## config.mk

```make
export PLATFORM = sky130hd
export DESIGN_NAME = latched_byte_port
export DESIGN_NICKNAME = d
export VERILOG_FILES = /design/src/rtl/latched_byte_port_pkg.sv /design/src/rtl/lbp_rst_sync.sv /design/src/rtl/lbp_sel_decoder.sv /design/src/rtl/lbp_edge_reg.sv /design/src/rtl/lbp_read_mux.sv /design/src/rtl/latched_byte_port.sv
export SDC_FILE = /design/constraint.sdc
export NUM_CORES = 1
export LEC_CHECK = 0
export ABC_AREA = 1
export BUFFER_PORTS_ARGS = -buffer_cell sky130_fd_sc_hd__buf_2
export CAP_MARGIN = 0
export CORE_AREA = 2 2 71 73
export DETAILED_ROUTE_END_ITERATION = 6
export DIE_AREA = 0 0 73 75
export GPL_ROUTABILITY_DRIVEN = 0
export PLACE_DENSITY = 0.74
export SLEW_MARGIN = 20
export SYNTH_ARGS = -nofsm -noshare
export SYNTH_HDL_FRONTEND = slang
export SYNTH_SLANG_ARGS = --single-unit
```

## constraint.sdc

```tcl
create_clock -name clk -period 2 [get_ports clk]
set_clock_uncertainty 0.1 [all_clocks]
set_input_delay 0.5 -clock clk [delete_from_list [all_inputs] [get_ports clk]]
set_output_delay 0.5 -clock clk [all_outputs]
set_load 0.01 [all_outputs]
```

## src/rtl/latched_byte_port_pkg.sv

```systemverilog
package latched_byte_port_pkg;
  localparam int unsigned ADDR_W   = 16;
  localparam int unsigned DATA_W   = 8;
  localparam int unsigned IDX_W    = 3;
  localparam int unsigned NUM_SEL  = 1 << IDX_W;
  localparam int unsigned NIB_W    = DATA_W / 2;
  localparam logic [1:0]  WIN_TAG  = 2'b01;

  // Select indices: {A13, A12, rw}
  localparam int unsigned SEL_LED_WR   = 0;
  localparam int unsigned SEL_SW_RD    = 1;
  localparam int unsigned SEL_MOTOR_WR = 6;
  localparam int unsigned SEL_DIN_RD   = 7;
endpackage

```

## src/rtl/lbp_rst_sync.sv

```systemverilog
module lbp_rst_sync #(
  parameter int unsigned STAGES = 2
) (
  input  logic clk,
  input  logic rst_n_async,
  output logic rst_n_sync
);
  logic [STAGES-1:0] chain_q;

  always_ff @(posedge clk or negedge rst_n_async) begin
    if (!rst_n_async) chain_q <= '0;
    else              chain_q <= {chain_q[STAGES-2:0], 1'b1};
  end

  assign rst_n_sync = chain_q[STAGES-1];
endmodule

```

## src/rtl/lbp_sel_decoder.sv

```systemverilog
module lbp_sel_decoder #(
  parameter int unsigned ADDR_W  = 16,
  parameter int unsigned IDX_W   = 3,
  parameter logic [1:0]  WIN_TAG = 2'b01,
  localparam int unsigned NUM_SEL = 1 << IDX_W
) (
  input  logic [ADDR_W-1:0]  addr,
  input  logic               rw,
  input  logic               strobe,
  output logic [NUM_SEL-1:0] sel_n
);
  logic             in_window;
  logic [IDX_W-1:0] idx;

  assign in_window = strobe && (addr[ADDR_W-1 -: 2] == WIN_TAG);
  assign idx       = {addr[ADDR_W-3 -: (IDX_W-1)], rw};

  always_comb begin
    sel_n = '1;
    for (int i = 0; i < NUM_SEL; i++) begin
      if (in_window && (idx == IDX_W'(i))) sel_n[i] = 1'b0;
    end
  end
endmodule

```

## src/rtl/lbp_edge_reg.sv

```systemverilog
module lbp_edge_reg #(
  parameter int unsigned WIDTH = 8
) (
  input  logic             clk,
  input  logic             rst_n,
  input  logic             sel_n,
  input  logic [WIDTH-1:0] d,
  output logic [WIDTH-1:0] q
);
  logic             sel_q;
  logic [WIDTH-1:0] sample_q, sample_d;
  logic [WIDTH-1:0] q_q, q_d;
  logic             sample_en, commit_en;

  assign sample_en = !sel_n;
  assign commit_en = sel_n && !sel_q;

  always_comb begin
    sample_d = sample_q;
    if (sample_en) sample_d = d;
    q_d = q_q;
    if (commit_en) q_d = sample_q;
  end

  always_ff @(posedge clk or negedge rst_n) begin
    if (!rst_n) begin
      sel_q    <= 1'b1;
      sample_q <= '0;
      q_q      <= '0;
    end else begin
      sel_q    <= sel_n;
      sample_q <= sample_d;
      q_q      <= q_d;
    end
  end

  assign q = q_q;
endmodule

```

## src/rtl/lbp_read_mux.sv

```systemverilog
module lbp_read_mux #(
  parameter int unsigned DATA_W = 8
) (
  input  logic              sw_sel_n,
  input  logic              din_sel_n,
  input  logic [DATA_W-1:0] sw_held,
  input  logic [DATA_W-1:0] din,
  output logic [DATA_W-1:0] rdata,
  output logic              rdata_oe
);
  always_comb begin
    rdata_oe = 1'b0;
    rdata    = '0;
    if (!sw_sel_n) begin
      rdata_oe = 1'b1;
      rdata    = sw_held;
    end else if (!din_sel_n) begin
      rdata_oe = 1'b1;
      rdata    = din;
    end
  end
endmodule

```

## src/rtl/latched_byte_port.sv

```systemverilog
module latched_byte_port
  import latched_byte_port_pkg::*;
(
  input  logic              clk,
  input  logic              rst_n,
  input  logic [ADDR_W-1:0] bus_addr,
  input  logic              bus_rw,
  input  logic              bus_strobe,
  input  logic [DATA_W-1:0] bus_wdata,
  output logic [DATA_W-1:0] bus_rdata,
  output logic              bus_rdata_oe,
  output logic [NUM_SEL-1:0] sel_n,
  output logic [DATA_W-1:0] led,
  input  logic [DATA_W-1:0] sw,
  input  logic [DATA_W-1:0] din,
  output logic [NIB_W-1:0]  motor_dir,
  output logic [NIB_W-1:0]  motor_en
);
  logic              rst_n_sync;
  logic [DATA_W-1:0] sw_held;
  logic [DATA_W-1:0] motor_q;

  lbp_rst_sync #(.STAGES(2)) u_rst (
    .clk(clk), .rst_n_async(rst_n), .rst_n_sync(rst_n_sync)
  );

  lbp_sel_decoder #(.ADDR_W(ADDR_W), .IDX_W(IDX_W), .WIN_TAG(WIN_TAG)) u_dec (
    .addr(bus_addr), .rw(bus_rw), .strobe(bus_strobe), .sel_n(sel_n)
  );

  lbp_edge_reg #(.WIDTH(DATA_W)) u_led_reg (
    .clk(clk), .rst_n(rst_n_sync), .sel_n(sel_n[SEL_LED_WR]),
    .d(bus_wdata), .q(led)
  );

  lbp_edge_reg #(.WIDTH(DATA_W)) u_sw_reg (
    .clk(clk), .rst_n(rst_n_sync), .sel_n(sel_n[SEL_SW_RD]),
    .d(sw), .q(sw_held)
  );

  lbp_edge_reg #(.WIDTH(DATA_W)) u_motor_reg (
    .clk(clk), .rst_n(rst_n_sync), .sel_n(sel_n[SEL_MOTOR_WR]),
    .d(bus_wdata), .q(motor_q)
  );

  lbp_read_mux #(.DATA_W(DATA_W)) u_rmux (
    .sw_sel_n(sel_n[SEL_SW_RD]), .din_sel_n(sel_n[SEL_DIN_RD]),
    .sw_held(sw_held), .din(din),
    .rdata(bus_rdata), .rdata_oe(bus_rdata_oe)
  );

  assign motor_dir = motor_q[NIB_W-1:0];
  assign motor_en  = motor_q[DATA_W-1:NIB_W];
endmodule

```

==> results of run 1 <==
[power groups by stage]
| stage | Sequential [mW] | Clock, mW | Combinational (mW) |
|---|---|---|---|
| 2_1_floorplan | 1.33 | 0 | 0.161 |
| 5_1_grt | 1.33 | 0.641 | 0.362 |
| 6_report | 1.30 | 0.578 | 0.310 |
| 3_5_place_dp | 1.32 | 0 | 0.304 |
| 3_3_place_gp | 1.32 | 0 | 0.294 |
| 4_1_cts | 1.30 | 0.600 | 0.307 |
[final cells by class]
type,count,area (µm²),area share
Clock inverter,2,15.0,0.00519
Clock buffer,6,72.6,0.0251
Multi-Input combinational cell,168,805,0.278
Timing Repair Buffer,81,512,0.177
Sequential cell,53,1330,0.460
Tap cell,54,67.6,0.0234
Inverter,24,90.1,0.0311
[cell families (layout without fill, tap and decap cells)]
family / after synthesis / in the layout / share of synthesized area
other: 1 / 1 / 0.00164
AND/OR/NAND/NOR: 143 / 143 / 0.276
buffers and inverters: 34 / 113 / 0.0770
flip-flops: 53 / 53 / 0.580
AO/OA/AOI/OAI: 24 / 24 / 0.0655
[Yosys cell counts (2+ instances only)]
| master | count |
|---|---|
| buf_4 | 7 |
| buf_6 | 3 |
| clkinv_1 | 3 |
| dfrtp_1 | 50 |
| dfstp_2 | 3 |
| inv_1 | 17 |
| inv_2 | 4 |
| nand2_1 | 101 |
| nand2_2 | 6 |
| nand3_1 | 26 |
| nand4_1 | 3 |
| nor2_1 | 2 |
| o21ai_0 | 6 |
| o21ai_1 | 10 |
| o21ai_2 | 8 |
[metrics by stage]
step / std cells / total power, mW / TNS (ns) / area, µm² / setup WS, ns
finish: 388 / 2.19 / 0 / 2890 / 0.0132
global route: 388 / 2.33 / -0.257 / 2890 / -0.0496
CTS: 382 / 2.21 / 0 / 2780 / 0.00379
detailed placement: 373 / 1.63 / 0 / 2680 / 0.00577
global placement: 373 / 1.61 / 0 / 2680 / 0.0418
floorplan: 255 / 1.50 / 0 / 2290 / 0.162
[sequential cells by signal, summed over array words and instances, names as in the netlist, 2 cells and up]
signal / flops
u_motor_reg.q: 8
u_sw_reg.sample_q: 8
u_led_reg.sample_q: 8
u_motor_reg.sample_q: 8
u_led_reg.q: 8
u_rst.chain_q: 2
u_sw_reg.q: 8
[worst max-delay path by stage]
stage / start / to
2_1_floorplan: bus_strobe / bus_rdata[2]
3_3_place_gp: bus_strobe / bus_rdata[1]
3_5_place_dp: bus_strobe / bus_rdata[2]
4_1_cts: bus_strobe / bus_rdata[6]
5_1_grt: bus_strobe / bus_rdata[0]
6_report: bus_strobe / bus_rdata[0]
[timing repair]
action                     CTS  global route
setup buffers                0             5
setup endpoints to repair    0             8
hold endpoints to repair     2             0
resized for setup            0            10
hold buffers                 1             0
[routing by layer]
layer / vias to the layer above / wire [µm]
li1: 949 / -
met1: 843 / 1900
met2: 46 / 2280
met3: 4 / 204
met4: 0 / 38
met5: - / 0
==> out/qor.yml, run 1 <==
start_util: 0.492
synthCells: 255
layout.cells.most_common: "nand2_1"
post_synth.cell_area_avg_um2: 8.99
syn_area_um2: 2290
syn2layout_area_growth_pct: 26.2
detailed_routing_iterations_pass_1: 4
die_w_um: 73
cp_slowest_cell: "nor2_4"
finalSetupViolCount: 0
cts.root.buffer_cell: "clkbuf_8"
regToRegSetupSlack_ns: 0.65
maximum_cell_stage_delay_along_the_critical_path_ns: 0.20
netlist.top_cell.by_area: "dfrtp_1"
yosysSeqAreaShare: 0.580
dieArea_um2: 5480
floorplan.die.height_um: 75
finish.net_count: 377
power.density_cell_area_nw_per_um2: 757
worst_pin_slew_ns: 0.512
tritoncts: "yes"
synth.top_cell.area_share: 0.546
critPathArrivalTime_ns: 1.39
num_antenna_cells: 0
slew_viol_final: 0
postRouteAntennaNets: 0
path_max_fanout: 5
routed-via-count: 1842
min-delay-path-class: "flip-flop to async pin"
synth.lib_cells_used.distinct: 21
critical_path_class: "input port to output port"
grt.overflow.total: 0
grt_setup_unrepaired: "true"
drc: 0
row_count: 25
syn_nets: 299
crit-reg2reg-capture: "u_led_reg.q[4]"
finish.utilization: 0.621
ir_worst_vdd_v: 0.000474
total_leakage_power_nw: 1.65
clkLatencyLatePin_ns: 0.30
synth.top_cells.by_area: "dfrtp_1, nand2_1, nand3_1"
final_layout_size_suffix_gt1_frac: 0.353
timing.critical_path.cells: "buf_6, nand2_4, nor2_8, inv_2, nor2_4, clkbuf_16, nand2_2, o21ai_1, buf_2"
grt_use_met1: 0.196
clk_path_buf_depth: 2
antenna_found_initial: 0
worst_r2r_path_depth: 4
clkPwrFrac: 0.264
postRouteWirelength_mm: 4.42
switching_share: 0.265
period_minus_slack_ns: 1.99
groute.layer.met2.usage: 0.308
dp.final_hpwl_mm: 3.23
largest_net_degree_at_the_start_of_global_routing: 30
report.final.hold_viol_count: 0
grtUsageMet3: 0.0495
clkSlewWorstSetupHoldPaths_ns: 0.09
number_of_synthesized_flops_with_an_enable_pin: 0
via_density_per_instance: 4.75
timing.critical_path.depth: 9
routedWlPerCell_um: 11.4
cp.required_ns: 1.40
hold_ws_ns: 0.140
numPortBuffers: 64
power_switching_mw: 0.581
dr.first_iter.drc_count: 96
timing.critical_path.from_type: "input port"
comb_power_share: 0.141
global_route.usage.total: 0.173
globalRoute.busiestLayer: "met2"
path_buf_inv: 4
ios: 77
clock_buffer_count_from_cts: 5
clock_tree.htree_level_count: 2
timing.slew.headroom: 0.658
power_report.internal_total_mw: 1.61
cp_top_family: "buffers and inverters"
synth_seq_cells: 53
cts_sinks: 53
final_cell_mix: "nand2_1, buf_2, dfrtp_1, nand3_1, inv_1"
status: "finished clean"
coreArea_um2: 4660
endpoint_kind: "output port"
crit-reg2reg-launch: "u_led_reg.sel_q"
power_frac_seq: 0.595
achievable-frequency_mhz: 503
first_global_vias: 1700
fillerInstances: 418
grt_first_pass_wirelength_mm: 7.17
min_period_over_period: 0.993
async_flop_share: 1.00
cap_violations: 0
ys.warnings.count: 0
synth_flop_cell: "dfrtp_1"
(Power assumes the default switching activity.)
==> run 2: changes to the inputs <==
--- a/config.mk
+++ b/config.mk
@@ -8,9 +8,9 @@
 export ABC_AREA = 1
 export BUFFER_PORTS_ARGS = -buffer_cell sky130_fd_sc_hd__buf_2
 export CAP_MARGIN = 0
-export CORE_AREA = 2 2 71 73
+export CORE_AREA = 8 8 77 79
 export DETAILED_ROUTE_END_ITERATION = 6
-export DIE_AREA = 0 0 73 75
+export DIE_AREA = 0 0 85 87
 export GPL_ROUTABILITY_DRIVEN = 0
 export PLACE_DENSITY = 0.74
 export SLEW_MARGIN = 20
==> out/qor.yml, run 2 (synthesis gave the netlist of run 1 again) <==
finalSetupViolCount: 0
floorplan.die.height_um: 87
die_w_um: 85
via_density_per_instance: 4.77
timing.critical_path.cells: "buf_2, nand2_1, inv_1, nand3_2, o21ai_0, buf_2"
worst_r2r_path_depth: 4
total_leakage_power_nw: 1.64
grt.overflow.total: 0
ios: 77
clkSlewWorstSetupHoldPaths_ns: 0.10
layout_setup_ws_ns: 0.0660
cp_slowest_cell: "o21ai_0"
timing.slew.headroom: 0.665
layout.cells.most_common: "nand2_1"
antenna_found_initial: 0
dr.first_iter.drc_count: 61
drc: 0
min_period_over_period: 0.967
path_max_fanout: 10
period_minus_slack_ns: 1.93
row_count: 26
dp.final_hpwl_mm: 3.64
postRouteAntennaNets: 0
worst_pin_slew_ns: 0.502
grt_first_pass_wirelength_mm: 8.31
clkLatencyLatePin_ns: 0.31
num_antenna_cells: 0
cts.root.buffer_cell: "clkbuf_8"
final_layout_size_suffix_gt1_frac: 0.342
start_util: 0.473
cell_seen_most_often_among_critical_path_stages: "buf_2"
min-delay-path-class: "flip-flop to async pin"
first_global_vias: 1901
finish.utilization: 0.593
maximum_cell_stage_delay_along_the_critical_path_ns: 0.21
routed-via-count: 1856
timing.critical_path.from_type: "input port"
final_cell_mix: "nand2_1, buf_2, dfrtp_1, nand3_1, inv_1"
finish.instance_area_um2: 2870
achievable-frequency_mhz: 517
cp.required_ns: 1.40
slew_viol_final: 0
detailed_routing_iterations_pass_1: 4
routedWlPerCell_um: 13.0
global_route.usage.total: 0.138
endpoint_kind: "output port"
clk_path_buf_depth: 2
cap_violations: 0
coreArea_um2: 4850
fillerInstances: 442
critPathArrivalTime_ns: 1.33
ir_worst_vdd_v: 0.000545
clock_tree.htree_level_count: 2
syn2layout_area_growth_pct: 25.3
report.final.hold_viol_count: 0
critical_path_class: "input port to output port"
dp_slack_ns: 0.0155
power.density_cell_area_nw_per_um2: 814
clock_buffer_count_from_cts: 5
status: "finished clean"
tritoncts: "yes"
numPortBuffers: 64
placed_cell_area_um2: 2690
cts_sinks: 53
dieArea_um2: 7400
finish.net_count: 376
postRouteWirelength_mm: 5.04
largest_net_degree_at_the_start_of_global_routing: 31
run 2: power breakdown:
part           switching (mW)  internal [mW]
logic                   0.171          0.141
clock network           0.344          0.376
registers              0.0862           1.22
total                   0.601           1.74
run 2: final cells by class:
type | count | area [µm²] | share of cell area
sequential | 53 | 1330 | 0.463
multi-input combinational | 169 | 807 | 0.281
timing repair buffer | 79 | 460 | 0.160
inverter | 24 | 92.6 | 0.0322
clock buffer | 6 | 72.6 | 0.0253
tap | 56 | 70.1 | 0.0244
clock inverter | 2 | 38.8 | 0.0135
run 2: timing repair:
action                                  4_1_cts  5_1_grt
hold buffers                                  1        0
endpoints found under the hold margin         2        0
resized for setup                             0        7
endpoints found under the setup margin        0        8
buffers inserted                              0        3
run 2: path summary, 6_finish.rpt:
kind | start | endpoint | slack [ns]
setup / recovery | bus_rw | bus_rdata[7] | 0.07
hold / removal | u_rst.chain_q[1] | u_sw_reg.sample_q[4] | 0.12
setup reg to reg | u_led_reg.sel_q | u_led_reg.q[0] | 0.59
hold reg to reg | u_rst.chain_q[1] | u_sw_reg.sample_q[4] | 0.12
max in group asynchronous | u_rst.chain_q[1] | u_led_reg.sel_q | 1.07
min in group clk | u_rst.chain_q[0] | u_rst.chain_q[1] | 0.26
run 2: routing by layer:
| layer | global-route usage | vias up | wire length, µm |
|---|---|---|---|
| li1 | - | 955 | - |
| met4 | 0.0518 | 0 | 89 |
| met3 | 0.0528 | 10 | 390 |
| met2 | 0.248 | 55 | 2520 |
| met5 | 0 | - | 0 |
| met1 | 0.142 | 836 | 2040 |
run 2: worst max-delay path: cells and delay by family:
kind,cells,cell delay (ns)
AOI/OAI and AO/OA,1,0.21
and+or+nand+nor,2,0.24
buffers and inverters,3,0.39
run 2: metrics by stage:
step                      std cells  total power [mW]  hold slack, ns  TNS (ns)
after floorplan                 255              1.50           0.104         0
after global placement          376              1.62           0.149         0
after detailed placement        376              1.63           0.155         0
after CTS                       385              2.35           0.157         0
after global routing            389              2.46           0.174   -0.0511
final                           389              2.34           0.124         0
==> run 3: changes to the inputs <==
--- a/config.mk
+++ b/config.mk
@@ -6,13 +6,13 @@
 export NUM_CORES = 1
 export LEC_CHECK = 0
 export ABC_AREA = 1
-export BUFFER_PORTS_ARGS = -buffer_cell sky130_fd_sc_hd__buf_2
 export CAP_MARGIN = 0
-export CORE_AREA = 8 8 77 79
+export CORE_AREA = 8 8 70 72
 export DETAILED_ROUTE_END_ITERATION = 6
-export DIE_AREA = 0 0 85 87
+export DIE_AREA = 0 0 78 80
+export DONT_BUFFER_PORTS = 1
 export GPL_ROUTABILITY_DRIVEN = 0
-export PLACE_DENSITY = 0.74
+export PLACE_DENSITY = 0.72
 export SLEW_MARGIN = 20
 export SYNTH_ARGS = -nofsm -noshare
 export SYNTH_HDL_FRONTEND = slang
==> out/qor.yml, run 3 (synthesis gave the netlist of run 1 again) <==
clock_buffer_count_from_cts: 5
clock_tree.htree_level_count: 2
cap_violations: 0
cts_sinks: 53
row_count: 23
numPortBuffers: 0
clkLatencyLatePin_ns: 0.30
routed-via-count: 1599
postRouteAntennaNets: 0
final_cell_mix: "nand2_1, dfrtp_1, nand3_1, inv_1, buf_4"
path_max_fanout: 11
floorplan.die.height_um: 80
layout.cells.most_common: "nand2_1"
via_density_per_instance: 5.01
power.total_mw: 2.27
power.density_cell_area_nw_per_um2: 900
status: "finished clean"
fillerInstances: 347
num_antenna_cells: 0
critical_path_class: "input port to output port"
routedWlPerCell_um: 13.6
crit-reg2reg-capture: "u_led_reg.q[4]"
drc: 0
slew_viol_final: 0
total_leakage_power_nw: 1.37
ios: 77
critPathArrivalTime_ns: 1.29
coreArea_um2: 3860
final_layout_size_suffix_gt1_frac: 0.182
dr.first_iter.drc_count: 64
first_global_vias: 1582
post_layout_nonfiller_instances: 319
setup-tns-final_ns: 0
min_period_over_period: 0.944
min-delay-path-class: "flip-flop to async pin"
ctsResizeCount: 0
finish.instance_area_um2: 2520
detailed_routing_iterations_pass_1: 4
grt.overflow.total: 0
worst_r2r_path_depth: 4
grt_setup_unrepaired: "false"
cts.root.buffer_cell: "clkbuf_8"
global_route.usage.total: 0.146
dieArea_um2: 6240
regToRegSetupSlack_ns: 0.68
period_minus_slack_ns: 1.89
syn2layout_area_growth_pct: 9.99
place_inst: 308
grt_first_pass_wirelength_mm: 7.31
crit-reg2reg-launch: "u_led_reg.sel_q"
dp.final_hpwl_mm: 3.30
clk_path_buf_depth: 2
clkSlewWorstSetupHoldPaths_ns: 0.09
start_util: 0.594
postRouteWirelength_mm: 4.33
cp.required_ns: 1.40
finish.net_count: 312
placed_cell_area_um2: 2380
report.final.hold_viol_count: 0
largest_net_degree_at_the_start_of_global_routing: 32
endpoint_kind: "output port"
finalSetupViolCount: 0
antenna_found_initial: 0
achievable-frequency_mhz: 530
timing.critical_path.from_type: "input port"
tritoncts: "yes"
ir_worst_vdd_v: 0.000706
die_w_um: 78
finish.utilization: 0.654
[run 3: power by group]
| group | switching, mW | leakage, nW | internal, mW |
|---|---|---|---|
| Sequential | 0.111 | 0.693 | 1.22 |
| Clock | 0.329 | 0.0585 | 0.408 |
| Combinational | 0.115 | 0.616 | 0.0865 |
[run 3: worst max-delay path by stage]
stage / from / endpoint / slack (ns) / cells after the start
after floorplan: bus_strobe / bus_rdata[2] / 0.16 / 7
after global placement: bus_strobe / bus_rdata[6] / 0.09 / 7
after detailed placement: bus_strobe / bus_rdata[5] / 0.1 / 7
after CTS: bus_addr[13] / bus_rdata[5] / 0.08 / 6
after global routing: bus_strobe / bus_rdata[1] / 0.02 / 7
final: bus_strobe / bus_rdata[4] / 0.11 / 7
[run 3: worst max-delay path, cell delays in order]
cell	delay, ns
nand2_2	0.07
nor2_8	0.11
inv_2	0.05
nor2_4	0.22
buf_4	0.16
nand2_2	0.03
o21ai_1	0.14
[run 3: per-stage QoR]
stage | setup WS [ns] | hold slack (ns)
floorplan | 0.162 | 0.104
global placement | 0.0927 | 0.104
detailed placement | 0.0979 | 0.104
CTS | 0.0808 | 0.147
global route | 0.0248 | 0.173
finish | 0.112 | 0.130
[run 3: final cells by class]
type                       instances  area [µm²]  share of cell area
tap                               50        62.6              0.0248
multi-input combinational        168         786               0.312
timing repair buffer              16         135              0.0536
inverter                          24        90.1              0.0357
clock buffer                       7        86.3              0.0342
clock inverter                     1        30.0              0.0119
sequential                        53        1330               0.528
[run 3: what timing repair did]
item,4_1_cts,5_1_grt
hold buffers,1,0
endpoints found under the setup margin,0,3
buffers inserted,0,2
hold endpoints to repair,2,0
[run 3: metal layers]
metal / up-vias / global-route usage / wire length, µm
met1: 738 / 0.154 / 1670
met4: 0 / 0.0611 / 57
met3: 6 / 0.0541 / 313
met5: - / 0 / 0
met2: 37 / 0.257 / 2290
li1: 818 / - / -
